<file path="config.mk">
export PLATFORM = sky130hd
export DESIGN_NAME = boot_slot_mgr
export DESIGN_NICKNAME = d
export VERILOG_FILES = /design/src/rtl/bsm_pkg.sv /design/src/rtl/bsm_boot_sel.sv /design/src/rtl/bsm_arch_timer.sv /design/src/rtl/bsm_copy_ctl.sv /design/src/rtl/boot_slot_mgr.sv
export SDC_FILE = /design/constraint.sdc
export NUM_CORES = 1
export LEC_CHECK = 0
export BUFFER_PORTS_ARGS = -buffer_cell sky130_fd_sc_hd__buf_4
export CORE_AREA = 5 5 55 57
export CTS_CLUSTER_DIAMETER = 100
export DETAILED_ROUTE_END_ITERATION = 16
export DIE_AREA = 0 0 60 62
export PLACE_DENSITY = 0.73
export SLEW_MARGIN = 30
export SYNTH_ARGS = -nofsm -noshare
export SYNTH_HDL_FRONTEND = slang
export SYNTH_SLANG_ARGS = --single-unit
</file>
<file path="constraint.sdc">
create_clock -name clk_i -period 2.35 [get_ports clk_i]
set_input_delay 0.47 -clock clk_i [delete_from_list [all_inputs] [get_ports clk_i]]
set_output_delay 0.47 -clock clk_i [all_outputs]
set_load 0.05 [all_outputs]
</file>
<file path="src/rtl/bsm_pkg.sv">
package bsm_pkg;
  localparam int SLOT_W = 2;
  localparam int NSLOT  = 4;
  typedef enum logic [SLOT_W-1:0] {
    SL_WORK = 2'd0,
    SL_BKUP = 2'd1,
    SL_ARCH = 2'd2,
    SL_FALL = 2'd3
  } slot_e;
endpackage

</file>
<file path="src/rtl/bsm_boot_sel.sv">
module bsm_boot_sel
  import bsm_pkg::*;
(
  input  logic  clk_i,
  input  logic  rst_ni,
  input  logic  strap_stop_i,
  input  logic  strap_fb_i,
  input  logic  admin_stop_i,
  input  logic  boot_req_i,
  output slot_e slot_o,
  output logic  stop_o
);
  logic pend_q;

  always_ff @(posedge clk_i or negedge rst_ni) begin
    if (!rst_ni) begin
      pend_q <= 1'b0;
      slot_o <= SL_WORK;
      stop_o <= 1'b0;
    end else begin
      if (admin_stop_i)    pend_q <= 1'b1;
      else if (boot_req_i) pend_q <= 1'b0;
      if (boot_req_i) begin
        slot_o <= strap_fb_i ? SL_FALL : SL_WORK;
        stop_o <= !strap_fb_i && (strap_stop_i || pend_q);
      end
    end
  end


  boot_slot_role_chk: assert property (@(posedge clk_i) disable iff (!rst_ni)
    (slot_o == SL_WORK) || (slot_o == SL_FALL));

  fb_prio_chk: assert property (@(posedge clk_i) disable iff (!rst_ni)
    boot_req_i && strap_fb_i |=> (slot_o == SL_FALL) && !stop_o);
endmodule

</file>
<file path="src/rtl/bsm_arch_timer.sv">
module bsm_arch_timer #(
  parameter int ARCH_TICKS = 8
) (
  input  logic clk_i,
  input  logic rst_ni,
  input  logic tick_i,
  input  logic bkp_busy_i,
  input  logic bkp_grant_i,
  input  logic arch_grant_i,
  input  logic arch_abort_i,
  input  logic bkp_valid_i,
  output logic due_o
);
  localparam int CW = $clog2(ARCH_TICKS + 1);
  localparam logic [CW-1:0] LIM = CW'(ARCH_TICKS);

  logic [CW-1:0] cnt_q;
  logic          armed_q;

  always_ff @(posedge clk_i or negedge rst_ni) begin
    if (!rst_ni) begin
      cnt_q   <= '0;
      armed_q <= 1'b1;
    end else if (bkp_grant_i || bkp_busy_i) begin
      cnt_q   <= '0;
      armed_q <= 1'b1;
    end else if (arch_grant_i) begin
      cnt_q   <= '0;
      armed_q <= 1'b0;
    end else begin
      if (arch_abort_i) begin
        armed_q <= 1'b1;
        cnt_q   <= '0;
      end else if (tick_i && cnt_q != LIM) begin
        cnt_q <= cnt_q + 1'b1;
      end
    end
  end

  assign due_o = armed_q && bkp_valid_i && (cnt_q == LIM);


  cnt_bound_chk: assert property (@(posedge clk_i) disable iff (!rst_ni)
    cnt_q <= LIM);
endmodule

</file>
<file path="src/rtl/bsm_copy_ctl.sv">
module bsm_copy_ctl
  import bsm_pkg::*;
(
  input  logic             clk_i,
  input  logic             rst_ni,
  input  logic             req_wb_i,
  input  logic             req_ba_i,
  input  logic             done_i,
  input  logic             abort_i,
  output logic             grant_wb_o,
  output logic             grant_ba_o,
  output logic             busy_o,
  output logic             start_o,
  output slot_e            src_o,
  output slot_e            dst_o,
  output logic [NSLOT-1:0] wr_en_o,
  output logic [NSLOT-1:0] valid_o
);
  assign grant_wb_o = !busy_o && req_wb_i;
  assign grant_ba_o = !busy_o && req_ba_i && !req_wb_i;

  always_ff @(posedge clk_i or negedge rst_ni) begin
    if (!rst_ni) begin
      busy_o  <= 1'b0;
      start_o <= 1'b0;
      src_o   <= SL_WORK;
      dst_o   <= SL_BKUP;
      valid_o <= '1;
    end else begin
      start_o <= grant_wb_o || grant_ba_o;
      if (grant_wb_o) begin
        busy_o <= 1'b1;
        src_o  <= SL_WORK;
        dst_o  <= SL_BKUP;
        valid_o[SL_BKUP] <= 1'b0;
      end else if (grant_ba_o) begin
        busy_o <= 1'b1;
        src_o  <= SL_BKUP;
        dst_o  <= SL_ARCH;
        valid_o[SL_ARCH] <= 1'b0;
      end else if (busy_o && done_i) begin
        busy_o <= 1'b0;
        valid_o[dst_o] <= 1'b1;
      end else if (busy_o && abort_i) begin
        busy_o <= 1'b0;
      end
    end
  end

  for (genvar g = 0; g < NSLOT; g++) begin : g_wr
    assign wr_en_o[g] = busy_o && (dst_o == slot_e'(g));
  end


  start_busy_chk: assert property (@(posedge clk_i) disable iff (!rst_ni)
    start_o |-> busy_o);

  abort_invalid_chk: assert property (@(posedge clk_i) disable iff (!rst_ni)
    busy_o && abort_i && !done_i |=> !valid_o[dst_o]);
endmodule

</file>
<file path="src/rtl/boot_slot_mgr.sv">
module boot_slot_mgr
  import bsm_pkg::*;
#(
  parameter int ARCH_TICKS = 8
) (
  input  logic              clk_i,
  input  logic              rst_ni,
  input  logic              strap_stop_i,
  input  logic              strap_fb_i,
  input  logic              admin_stop_i,
  input  logic              boot_req_i,
  input  logic              upd_req_i,
  input  logic              cmp_eq_i,
  input  logic              upd_done_i,
  input  logic              test_pass_i,
  input  logic              test_fail_i,
  input  logic              arch_tick_i,
  input  logic              copy_done_i,
  input  logic              copy_abort_i,
  output logic [SLOT_W-1:0] boot_slot_o,
  output logic              boot_stop_o,
  output logic [NSLOT-1:0]  wr_en_o,
  output logic              copy_start_o,
  output logic [SLOT_W-1:0] copy_src_o,
  output logic [SLOT_W-1:0] copy_dst_o,
  output logic [NSLOT-1:0]  slot_valid_o
);
  typedef enum logic [2:0] {
    U_IDLE, U_PROG, U_TEST1, U_BOOT, U_TEST2, U_CPREQ, U_CPRUN
  } upd_e;

  upd_e             st_q, st_d;
  slot_e            boot_slot, src, dst;
  logic             busy, grant_wb, grant_ba, arch_due;
  logic [NSLOT-1:0] cp_wr;

  bsm_boot_sel u_boot (
    .clk_i, .rst_ni, .strap_stop_i, .strap_fb_i, .admin_stop_i, .boot_req_i,
    .slot_o(boot_slot), .stop_o(boot_stop_o)
  );

  bsm_arch_timer #(.ARCH_TICKS(ARCH_TICKS)) u_timer (
    .clk_i, .rst_ni,
    .tick_i       (arch_tick_i),
    .bkp_busy_i   (busy && dst == SL_BKUP),
    .bkp_grant_i  (grant_wb),
    .arch_grant_i (grant_ba),
    .arch_abort_i (busy && dst == SL_ARCH && copy_abort_i && !copy_done_i),
    .bkp_valid_i  (slot_valid_o[SL_BKUP]),
    .due_o        (arch_due)
  );

  bsm_copy_ctl u_copy (
    .clk_i, .rst_ni,
    .req_wb_i   (st_q == U_CPREQ),
    .req_ba_i   (arch_due && st_q == U_IDLE),
    .done_i     (copy_done_i),
    .abort_i    (copy_abort_i),
    .grant_wb_o (grant_wb),
    .grant_ba_o (grant_ba),
    .busy_o     (busy),
    .start_o    (copy_start_o),
    .src_o      (src),
    .dst_o      (dst),
    .wr_en_o    (cp_wr),
    .valid_o    (slot_valid_o)
  );

  always_comb begin
    st_d = st_q;
    unique case (st_q)
      U_IDLE:  if (upd_req_i && cmp_eq_i && slot_valid_o[SL_BKUP] && !busy && !arch_due)
                 st_d = U_PROG;
      U_PROG:  if (upd_done_i) st_d = U_TEST1;
      U_TEST1: if (test_fail_i) st_d = U_IDLE;
               else if (test_pass_i) st_d = U_BOOT;
      U_BOOT:  if (boot_req_i) st_d = U_TEST2;
      U_TEST2: if (test_fail_i) st_d = U_IDLE;
               else if (test_pass_i) st_d = U_CPREQ;
      U_CPREQ: if (grant_wb) st_d = U_CPRUN;
      U_CPRUN: if (!busy) st_d = U_IDLE;
      default: st_d = U_IDLE;
    endcase
  end

  always_ff @(posedge clk_i or negedge rst_ni) begin
    if (!rst_ni) st_q <= U_IDLE;
    else         st_q <= st_d;
  end

  assign boot_slot_o = boot_slot;
  assign copy_src_o  = src;
  assign copy_dst_o  = dst;
  assign wr_en_o     = cp_wr | {{(NSLOT-1){1'b0}}, st_q == U_PROG};


  one_writer_chk: assert property (@(posedge clk_i) disable iff (!rst_ni)
    $onehot0(wr_en_o) && !wr_en_o[SL_FALL]);

  upd_after_cmp_chk: assert property (@(posedge clk_i) disable iff (!rst_ni)
    $rose(wr_en_o[SL_WORK]) |-> $past(cmp_eq_i && upd_req_i));

  arch_src_chk: assert property (@(posedge clk_i) disable iff (!rst_ni)
    wr_en_o[SL_ARCH] |-> (copy_src_o == SL_BKUP));
endmodule

</file>
-- Word level (Yosys, flattened, before mapping)
Index checks and enable logic that the tools add are counted.
- add/sub/neg operators: 1
- $mul: 0
- div/mod/pow operators: 0
- order comparisons: 2
- equal/unequal tests: 19
- shifts and indexed selects: 0
- mux-type cells: 34
- bitwise operators: 4
- reduce and logical (&&, ||, !) cells: 42
- operator list (operator ; count):
    two-way mux 3 bit ; 10
    logical AND 1 bit ; 21
    case mux 3 bit (7 select lines) ; 1
    two-way mux 4 bit ; 4
    two-way mux 1 bit ; 12
    two-way mux 2 bit ; 6
    equality test 3 bit, second input constant ; 3
    inequality test 2 bit, second input constant ; 4
    nonzero test 2 bit ; 4
    nonzero test 4 bit ; 2
    AND reduction 7 bit ; 1
    equality test 3 x 2 -> 1 bit, second input constant ; 2
    inequality test 3 bit, second input constant ; 2
    zero test 1 bit ; 5
    adder 4 x 1 -> 4 bit, second input constant ; 1
    equality test 2 bit, second input constant ; 2
    equality test 4 bit, second input constant ; 1
    inequality test 2 x 1 -> 1 bit, second input constant ; 2
    inequality test 4 bit, second input constant ; 1
    OR 4 x 1 -> 4 bit ; 1
    OR 4 bit ; 1
    AND reduction 2 bit ; 2
    equality test 3 x 1 -> 1 bit, second input constant ; 1
    zero test 3 bit ; 1
    9 further kinds ; 12
- register bits: 22
- bits in latches: 0
- bits in writable memories: 0
- memory bits (read-only): 0
- output and inout port bits: 16
- logic and storage cells: 115
- memories: 0

-- Longest topological paths before layout
- depth in word-level cells: 8
- depth in mapped cells: 5
- depth with buffers taken out: 5

-- By module
Synthesis repeated with hierarchy kept, for this count alone.
- cells, all modules: 118
- area total of the unflattened synthesis: 1107.3 um^2
- modules (own cells, without submodules) (module ; times used ; cells each ; area each (um^2)):
    bsm_copy_ctl ; 1 ; 35 ; 376.6
    boot_slot_mgr ; 1 ; 42 ; 325.3
    bsm_arch_timer ; 1 ; 31 ; 277.8
    bsm_boot_sel ; 1 ; 10 ; 127.6

-- Worst setup path before layout
Ideal clock, no wire load.
- kind: flip-flop to output port
- from: register st_q[1]
- to: output port wr_en_o[0]
- data arrival time: 1.917 ns
- data required time: 1.880 ns
- setup slack: -0.037 ns
- stages on the path, launching flop included: 4
- buffers on the path: 1
- cells stage by stage: dfrtp_1 clkbuf_1 or2b_1 o21ai_0
- cells in the longest elaborated chain, start to end: 2
- ends and longest elaborated chain (item ; RTL line ; text):
    start: declaration ; boot_slot_mgr.sv:32 ; upd_e st_q, st_d;
    start signal: assignment ; boot_slot_mgr.sv:88 ; else st_q <= st_d;
    equality test 3 x 1 -> 1 bit ; boot_slot_mgr.sv:94 ; assign wr_en_o = cp_wr | {{(NSLOT-1){1'b0}}, st_q == U_PROG};
    OR 4 x 1 -> 4 bit ; boot_slot_mgr.sv:94 ;
    end: declaration ; boot_slot_mgr.sv:22 ; output logic [NSLOT-1:0] wr_en_o,
Every way passes these cells.

-- Final worst setup path
- from: register u_copy.dst_o[0]
- to: output port wr_en_o[1]
- cells in the longest elaborated chain, start to end: 3
- ends and longest elaborated chain (item ; RTL line ; text):
    start: declaration ; bsm_copy_ctl.sv:15 ; output slot_e dst_o,
    start signal: assignment ; bsm_copy_ctl.sv:27 ; dst_o <= SL_BKUP;
    start signal: assignment ; bsm_copy_ctl.sv:34 ; dst_o <= SL_BKUP;
    start signal: assignment ; bsm_copy_ctl.sv:39 ; dst_o <= SL_ARCH;
    equality test 2 x 1 -> 1 bit ; bsm_copy_ctl.sv:51 ; assign wr_en_o[g] = busy_o && (dst_o == slot_e'(g));
    logical AND 1 bit ; bsm_copy_ctl.sv:51 ;
    OR 4 x 1 -> 4 bit ; boot_slot_mgr.sv:94 ;
Every way passes these cells.

==> impl_results.md <==
- Run status: complete, no violations
- Drt pass-1 iters: 4
- Worst Path Arrival: ~1.6 ns
- Total Die Area: 3720 µm²
- Accumulated negative setup slack: 0 ns
- Total nets after synthesis: 120
- Synth top cells by count: dfrtp_1, nor2_1, o21ai_0
- Skew final: 0.000910 ns
- Total grt overflow: 0
- Number of global-route vias before repair: about 800
- Path type of the worst setup path: reg2out
- Placed wire-length estimate after detailed placement: roughly 1700 µm
- Number of instances in the synthesized netlist: ~100
- Critical-path cell with the highest stage delay: dfstp_2
- Ratio of cells with drive above 1 in the final layout: 0.323
- Post-route antenna net violation count: 0
- Via total after detailed routing: between 800 and 900
- Final setup violation count: 0
- Number of buffer and inverter stages on the critical path: 1
- Leading area contributor after synthesis: dfrtp_1
- Master cell of the clock root buffer: clkbuf_4
- Synthesis-stage register bit count: 19
- Static power due to leakage: 0.617 nW
- Total number of placement rows: 18
- # IOs: 30
- Mean instance size in the synthesized netlist: between 10 and 15 µm²
- Max clock buf depth: 2
- Area occupied by multi-input gates: roughly 490 µm²
- Hold Path Class: in2async
- Async set-reset flop share out of synthesis: 1.00
- TritonCTS buffer count: 3
- DRC violation count after routing: 0
- Setup repair bufs after CTS: 0
- Distinct cells, synth: 39
- Die height: between 60 and 70 µm
- Tmin final: 2.04 ns
- Number of cells upsized or downsized after cts: 0
- Combined flip-flop and latch cell area: about 480 µm²
- Number of warning messages in the yosys log: 0
- Sinks on Clock Net: 19
- Initial antenna violation count: 0
- Layout fillers: about 240
- Synth top area share: 0.310
- Initial core utilization: 0.432
- Placer congestion estimate: 0.753
- CTS tree: yes
- Standard cell core area: roughly 2400 µm²
- Final layout net count: between 100 and 150
- Final Hold Fails: 0
- Top cell family by delay on the critical path: flip-flops
- Crit end category: output pin
- Routed wire length: 2230 µm
- Worst path required time: between 1.5 and 2 ns
- Source-to-sink clock delay at the later pin of the worst-skew pair: slightly below 0.3 ns
- Pwr/cell area: 618 nW/µm²
- Via density per instance: around 5.4
- Predominant post-synthesis flop cell: dfrtp_1
- First-pass GRT wire length: 3440 µm
- Largest fanout of any net on the critical path: 7
- Final critical-path share of the clock period: 0.867
- Maximum ir drop on the vdd rail: 0.299 mV
- Cell Chain, Critical Path: nor2b_1, and2_1, buf_4
- Worst Setup Start Kind: flip-flop
- Drt wl/cell: between 10 and 15 µm
- Library cell with the highest instance count after synthesis: dfrtp_1
- Worst slack on hold paths: 0.0264 ns
- Unrepaired setup endpoints after global routing: false
- Max-cap check violation count: 0
- Port Buffer Count: 28
- Overall routing resource usage: 0.124
- Maximum number of pins on one net before global-route repair: 20
- Register clock-pin slew on the reported worst setup and hold paths: ~0.1 ns
- Top cells by area, synth: dfrtp_1, dfstp_2, o21ai_0
- CTS HTree Levels: 1
- Area Growth Syn to Fin: 20.4%
- Stage delay of the slowest cell on the critical path: ~0.6 ns
- Number of enable flip-flop cells after synthesis: 0
- Post-synthesis instance area: roughly 1100 µm²
- N_diodes: 0
- Number of pins exceeding their max-slew limit in the final report: 0
- Proportion of synthesized chip area in sequential cells: 0.460
- Fmax: approximately 0.49 GHz
- Hold buffer count at cts: 0
- DR iter-0 viols: 27
- Die X: 60 µm
==> registers in the layout, summed over array words and instances (netlist names) <==
name             flops
u_boot.stop_o        1
u_boot.slot_o        1
u_timer.armed_q      1
u_copy.valid_o       4
u_boot.pend_q        1
u_copy.dst_o         1
u_copy.start_o       1
u_timer.cnt_q        4
u_copy.src_o         1
st_q                 3
u_copy.busy_o        1
==> logic make-up after synthesis <==
| kind of cell | Yosys count | share of synthesized area |
|---|---|---|
| buffers and inverters | 15 | 0.0786 |
| and+or+nand+nor | 36 | 0.205 |
| muxes | 4 | 0.0393 |
| xor gates and xnor gates | 2 | 0.0167 |
| AOI/OAI and AO/OA | 25 | 0.174 |
| DFF | 19 | 0.460 |
| adders and majority gates | 2 | 0.0238 |
| other | 1 | 0.00357 |
==> power by group <==
part,internal [mW],switching [mW]
sequential,0.368,0.0496
clock,0.0661,0.0969
combinational,0.0911,0.110
==> through the flow <==
stage / instance area [µm²] / instances / utilization / worst slack (ns) / power (mW)
global placement: 1240 / 153 / 0.509 / 0.639 / 0.605
floorplan: 1050 / 104 / - / 0.342 / 0.552
finish: 1260 / 157 / 0.520 / 0.313 / 0.782
CTS: 1260 / 157 / 0.520 / 0.279 / 0.789
global route: 1260 / 157 / 0.520 / 0.229 / 0.831
detailed placement: 1240 / 153 / 0.509 / 0.601 / 0.623
==> cell type report <==
class                      instances  share of cell area
clock buffer                       4              0.0208
inverter                           6              0.0178
multi-input combinational         70               0.384
sequential                        19               0.382
tap                               30              0.0297
timing repair buffer              28               0.166
==> worst paths after layout <==
check | slack [ns] | cells past startpoint | from | endpoint
hold / removal | 0.03 | 1 | rst_ni | u_copy.busy_o
setup reg to reg | 0.59 | 3 | u_copy.busy_o | st_q[0]
hold reg to reg | 0.49 | 1 | u_boot.pend_q | u_boot.pend_q
setup / recovery | 0.31 | 3 | u_copy.dst_o[0] | wr_en_o[1]
min in group clk_i | 0.34 | 2 | admin_stop_i | u_boot.pend_q
max in group asynchronous | 2.06 | 1 | rst_ni | u_timer.armed_q
==> routing by layer <==
layer / part of all wire / GRT usage / vias to the layer above
li1: - / - / 418
met1: 0.47 / 0.156 / 405
met2: 0.47 / 0.205 / 27
met3: 0.062 / 0.0248 / 2
met4: 0.0045 / 0.0570 / 0
met5: 0 / 0 / -
==> placed cells by master (no fill, tap or decap), drive strengths merged, types with 2 or more instances in the layout <==
cell | synthesis | final
buf | 6 | 28
or4b | 2 | 2
and2 | 2 | 2
a21o | 3 | 3
mux2i | 3 | 3
a21oi | 2 | 2
clkbuf | 3 | 4
and3 | 2 | 2
nor2b | 2 | 2
nor4bb | 2 | 2
dfrtp | 13 | 13
ha | 2 | 2
o311ai | 2 | 2
inv | 6 | 6
o31ai | 3 | 3
nand2 | 4 | 4
xor2 | 2 | 2
nor2 | 9 | 9
nor3 | 3 | 3
o21ai | 8 | 8
nand3 | 4 | 4
a211oi | 2 | 2
dfstp | 6 | 6
Note: power is estimated with default switching activity, not from simulation.
